$ cat config.mk
export PLATFORM = sky130hd
export DESIGN_NAME = gpio_sleep_port
export DESIGN_NICKNAME = d
export VERILOG_FILES = /design/src/rtl/gpio_sleep_pkg.sv /design/src/rtl/gpio_drive_regs.sv /design/src/rtl/gpio_in_sync.sv /design/src/rtl/gpio_edge_flags.sv /design/src/rtl/gpio_sleep_port.sv
export SDC_FILE = /design/constraint.sdc
export NUM_CORES = 1
export LEC_CHECK = 0
export BUFFER_PORTS_ARGS = -buffer_cell sky130_fd_sc_hd__buf_2
export CAP_MARGIN = 20
export CELL_PAD_IN_SITES_DETAIL_PLACEMENT = 1
export CELL_PAD_IN_SITES_GLOBAL_PLACEMENT = 2
export CORE_UTILIZATION = 26
export DETAILED_ROUTE_END_ITERATION = 16
export MAX_ROUTING_LAYER = met4
export PLACE_DENSITY = 0.9
export RECOVER_POWER = 25
export SYNTH_ARGS = -nofsm -noshare
export SYNTH_HDL_FRONTEND = slang
export SYNTH_SLANG_ARGS = --single-unit
$ cat constraint.sdc
create_clock -name clk -period 1.9 [get_ports clk]
set_clock_uncertainty 0.05 [all_clocks]
set_input_delay 0.285 -clock clk [delete_from_list [all_inputs] [get_ports clk]]
set_output_delay 0.285 -clock clk [all_outputs]
set_load 0.05 [all_outputs]
$ cat src/rtl/gpio_sleep_pkg.sv
package gpio_sleep_pkg;

  typedef enum logic [2:0] {
    SLP_ACTIVE = 3'd0,
    SLP_IDLE   = 3'd1,
    SLP_PDOWN  = 3'd2,
    SLP_PSAVE  = 3'd3,
    SLP_STBY   = 3'd4
  } slp_mode_e;

  typedef enum logic [1:0] {
    DET_LOW  = 2'd0,
    DET_ANY  = 2'd1,
    DET_FALL = 2'd2,
    DET_RISE = 2'd3
  } det_mode_e;

  // True when the sleep code forces the digital inputs low.
  function automatic logic mode_clamps(input logic [2:0] code);
    return (code == SLP_PDOWN) || (code == SLP_PSAVE) || (code == SLP_STBY);
  endfunction

  // Detector hit for one pin given previous and current synchronized samples.
  function automatic logic det_hit(input logic [1:0] m, input logic prev, input logic cur);
    logic h;
    case (m)
      DET_LOW:  h = ~cur;
      DET_ANY:  h = prev ^ cur;
      DET_FALL: h = prev & ~cur;
      default:  h = ~prev & cur;
    endcase
    return h;
  endfunction

endpackage

$ cat src/rtl/gpio_drive_regs.sv
module gpio_drive_regs #(
  parameter int W = 8
) (
  input  logic         clk,
  input  logic         rst_n,
  input  logic         dat_wr,
  input  logic [W-1:0] dat_wdata,
  input  logic         dir_wr,
  input  logic [W-1:0] dir_wdata,
  output logic [W-1:0] data_q,
  output logic [W-1:0] dir_q
);

  always_ff @(posedge clk) begin
    if (!rst_n) begin
      data_q <= '0;
      dir_q  <= '0;
    end else begin
      if (dat_wr) data_q <= dat_wdata;
      if (dir_wr) dir_q  <= dir_wdata;
    end
  end

endmodule

$ cat src/rtl/gpio_in_sync.sv
module gpio_in_sync
  import gpio_sleep_pkg::*;
#(
  parameter int W      = 8,
  parameter int STAGES = 2
) (
  input  logic         clk,
  input  logic         rst_n,
  input  logic [2:0]   sleep_mode,
  input  logic [W-1:0] pad_in,
  input  logic [W-1:0] irq_en,
  input  logic [W-1:0] alt_in_en,
  output logic [W-1:0] clamp_vec,
  output logic [W-1:0] sync_out
);

  localparam int LAST = STAGES - 1;

  logic         sleep_clamp;
  logic [W-1:0] gated;

  assign sleep_clamp = mode_clamps(sleep_mode);
  assign clamp_vec   = {W{sleep_clamp}} & ~(irq_en | alt_in_en);
  assign gated       = pad_in & ~clamp_vec;

  for (genvar i = 0; i < W; i++) begin : g_pin
    logic [LAST:0] chain;
    always_ff @(posedge clk) begin
      if (!rst_n) chain <= '0;
      else        chain <= {chain[LAST-1:0], gated[i]};
    end
    assign sync_out[i] = chain[LAST];
  end

endmodule

$ cat src/rtl/gpio_edge_flags.sv
module gpio_edge_flags
  import gpio_sleep_pkg::*;
#(
  parameter int W = 8
) (
  input  logic           clk,
  input  logic           rst_n,
  input  logic [W-1:0]   sync_in,
  input  logic [2*W-1:0] irq_mode,
  input  logic [W-1:0]   flag_clr,
  output logic [W-1:0]   hit_vec,
  output logic [W-1:0]   flags
);

  logic [W-1:0] prev_q;

  for (genvar i = 0; i < W; i++) begin : g_det
    assign hit_vec[i] = det_hit(irq_mode[2*i +: 2], prev_q[i], sync_in[i]);
  end

  always_ff @(posedge clk) begin
    if (!rst_n) begin
      prev_q <= '0;
      flags  <= '0;
    end else begin
      prev_q <= sync_in;
      flags  <= (flags & ~flag_clr) | hit_vec;
    end
  end

endmodule

$ cat src/rtl/gpio_sleep_port.sv
module gpio_sleep_port #(
  parameter int W = 8
) (
  input  logic           clk,
  input  logic           rst_n,
  input  logic [2:0]     sleep_mode,
  input  logic           dat_wr,
  input  logic [W-1:0]   dat_wdata,
  input  logic           dir_wr,
  input  logic [W-1:0]   dir_wdata,
  input  logic [W-1:0]   pad_in,
  input  logic [W-1:0]   irq_en,
  input  logic [2*W-1:0] irq_mode,
  input  logic [W-1:0]   alt_in_en,
  input  logic [W-1:0]   flag_clr,
  output logic [W-1:0]   pad_oe,
  output logic [W-1:0]   pad_out,
  output logic [W-1:0]   pad_pu,
  output logic [W-1:0]   pin_rd,
  output logic [W-1:0]   irq_flag
);

  logic [W-1:0] data_q;
  logic [W-1:0] dir_q;
  logic [W-1:0] clamp_vec;
  logic [W-1:0] sync_vec;
  logic [W-1:0] hit_vec;

  gpio_drive_regs #(.W(W)) u_regs (
    .clk(clk), .rst_n(rst_n),
    .dat_wr(dat_wr), .dat_wdata(dat_wdata),
    .dir_wr(dir_wr), .dir_wdata(dir_wdata),
    .data_q(data_q), .dir_q(dir_q)
  );

  gpio_in_sync #(.W(W), .STAGES(2)) u_sync (
    .clk(clk), .rst_n(rst_n),
    .sleep_mode(sleep_mode), .pad_in(pad_in),
    .irq_en(irq_en), .alt_in_en(alt_in_en),
    .clamp_vec(clamp_vec), .sync_out(sync_vec)
  );

  gpio_edge_flags #(.W(W)) u_flags (
    .clk(clk), .rst_n(rst_n),
    .sync_in(sync_vec), .irq_mode(irq_mode), .flag_clr(flag_clr),
    .hit_vec(hit_vec), .flags(irq_flag)
  );

  assign pad_oe  = dir_q;
  assign pad_out = data_q & dir_q;
  assign pad_pu  = data_q & ~dir_q;
  assign pin_rd  = sync_vec;

endmodule

==> flow_metrics.py <==
metrics = {
    "status": {
        "status": "finished, final reports clean",
    },
    "clock_network": {
        "cts-htree-levels": 2,
        "cts_hold_buf": 0,
        "clk_latency_ns": 0.29,
        "clk_path_buf_depth": 2,
        "cts_tree": "done",
        "cts_root_buf": "clkbuf_8",
        "cts_made_buffers": 5,
        "clk_pin_slew_ns": 0.09,
        "cts_resized": 0,
        "cts.sinks": 48,
        "post_cts_buffers": 0,
    },
    "pwr": {
        "vdd_ir_drop_max_mv": 0.3779,
        "p_sw_uw": 648.2,
        "p_per_area_nw_per_um2": 772.0,
        "power_frac_clock_pct": 32.5,
        "total_power_uw": 2270,
        "switching_share_pct": 28.56,
        "power_leakage_uw": 0.001472,
        "comb_power_share_pct": 19.3,
        "intPower_uw": 1622,
        "seq_power_share_pct": 48.2,
    },
    "sta": {
        "post-route-min-period_ns": 1.535,
        "slew_headroom_pct": 40.54,
        "fmax_mhz": 651.3,
        "setup_tns_ns": 0,
        "setup_viol": 0,
        "fin_crit_sh_pct": 80.81,
        "hold_viol_final": 0,
        "layout_setup_ws_ns": 0.3647,
        "worst_slew_pin_slew_ns": 0.8919,
        "rsz0062_at_grt": "no",
        "slew_violations": 0,
    },
    "synthesis": {
        "ys_ff_latch": 48,
        "synthXorXnorAreaFrac_pct": 0,
        "synth_fa_ha_area_share_pct": 8.969,
        "yosys_warnings": 0,
        "synthFlopType": "dfxtp_1",
        "ys_types": 20,
        "synth_area_leaders": "dfxtp_1 (43%), mux2i_1 (11%), ha_1 (9.0%)",
        "synth_cells": 215,
        "postSynth.asyncResetShare_pct": 0,
        "syn-cell-area_um2": 2232,
        "syn_nets": 302,
        "synth-simple-area-share_pct": 21.80,
        "synth_edf_count": 0,
        "synth_top_family_by_area": "simple AND/OR/NAND/NOR gates",
        "synth_compound_area_share_pct": 3.924,
        "synth_top_area_share_pct": 43.05,
        "synth.avg_cell_area_um2": 10.38,
        "synth_top_area_cell": "dfxtp_1",
        "synthMuxAreaShare_pct": 15.30,
        "seq_area_frac_synth_pct": 43.05,
    },
    "floorplan": {
        "design.die.area_um2": 8960,
        "die_y_um": 94.66,
        "dieWidth_um": 94.66,
        "placementRows": 33,
        "io_pins": 111,
        "initial_utilization_pct": 27.03,
        "core-area_um2": 8258,
    },
    "route": {
        "first_pass_iters": 4,
        "avgViaCountPerCell": 4.273,
        "drc": 0,
        "routedWlPerCell_um": 11.63,
        "ant_nets": 0,
        "drtIter0Drc": 30,
        "vias": 1816,
        "wirelength_um": 4943,
    },
    "place": {
        "place_ws_ns": 0.3740,
        "gp_congestion": 0.6766,
        "dpl.hpwl_um": 4021,
        "port_buffers": 110,
    },
    "grt": {
        "antenna_found_initial": 0,
        "grt_pass1_wl_um": 7831,
        "grt.total_usage_pct": 11.42,
        "grt_overflow": 0,
        "grt_start_max_net_pins": 23,
        "grt_pass1_vias": 1788,
    },
    "worst_setup_path": {
        "critPathBufInv": 2,
        "end_kind": "flip-flop",
        "start_kind": "flip-flop",
        "critical_path.max_fanout": 4,
        "cp_data_required_time_ns": 2.05,
        "crit_path_frequent_cell": "inv_1",
        "crit_slowest_cell": "mux4_2",
        "worstPathCellList": "inv_1, ha_1, inv_1, mux4_2, o21a_1",
        "path_delay_family": "multiplexers",
        "critPathArrivalTime_ns": 1.69,
        "critPathKind": "flip-flop to flip-flop",
        "critical_path.max_stage_delay_ns": 0.43,
    },
    "finish": {
        "area.growth.synth_to_final_pct": 31.73,
        "final_cell_mix": "buf_2 (109), dfxtp_1 (48), nor2b_1 (25)",
        "final_nets": 406,
        "drive_gt1_share_pct": 39.38,
        "final_common_cell": "buf_2",
        "diodes": 0,
    },
    "job": {
        "max_cap_viol_count": 0,
    },
    "worst_hold_path": {
        "min_path_type": "primary input to flip-flop",
    },
}
## per-stage QoR
| stage | hold slack [ns] | std cells | utilization, % | area [um^2] |
|---|---|---|---|---|
| global placement | 0.3641 | 417 | 34.36 | 2838 |
| detailed placement | 0.3701 | 417 | 34.36 | 2838 |
| global route | 0.1490 | 425 | 35.61 | 2940 |
| CTS | 0.1426 | 425 | 35.71 | 2949 |
| floorplan | 0.3619 | 215 | - | 2232 |
| finish | 0.1584 | 425 | 35.61 | 2940 |
## synth_stat cells, types with 8 or more instances
cell	instances
nor2b_1	25
dfxtp_1	48
mux2i_1	24
and2_1	23
inv_1	17
buf_4	8
o311a_1	8
ha_1	16
## worst paths after layout
kind                            startpoint  slack (ns)  cells past startpoint                  endpoint
setup / recovery  u_sync.g_pin[6].chain[1]        0.36                      5          u_flags.flags[6]
hold / removal                   pad_in[5]        0.16                      2  u_sync.g_pin[5].chain[0]
setup reg to reg  u_sync.g_pin[6].chain[1]        0.36                      5          u_flags.flags[6]
hold reg to reg   u_sync.g_pin[5].chain[0]        0.39                      1  u_sync.g_pin[5].chain[1]
## flip-flops by register name, indices dropped and copies added, names as in the netlist
name                cells
u_flags.flags           8
u_regs.data_q           8
u_regs.dir_q            8
u_sync.g_pin.chain     16
u_flags.prev_q          8
## layer usage
metal	track usage (%)	wire (um)	up-vias
met1	12.99	2144	810
met4	2.273	35	0
met5	-	0	-
met3	3.704	454	5
li1	-	-	912
met2	19.60	2309	89
## kinds of logic after synthesis
family / count (synthesis)
buffers and inverters: 32
DFF: 48
muxes: 32
adders and majority gates: 16
AOI/OAI and AO/OA: 9
and+or+nand+nor: 78
## power by group through the flow
stage | Combinational (uW) | Clock [uW] | Sequential (uW)
3_3_place_gp | 438 | 0 | 1120
3_5_place_dp | 447 | 0 | 1120
5_1_grt | 479 | 815 | 1100
6_report | 438 | 737 | 1090
2_1_floorplan | 226 | 0 | 1190
4_1_cts | 448 | 782 | 1100
## layout make-up
class | count | area, um^2
Sequential cell | 48 | 960.9
Fill cell | 993 | 5318
Inverter | 17 | 63.81
Clock buffer | 5 | 68.82
Clock inverter | 3 | 42.54
Multi-Input combinational cell | 135 | 1116
Tap cell | 105 | 131.4
Timing Repair Buffer | 112 | 556.8
No activity file was read; power rests on OpenSTA's default activity.
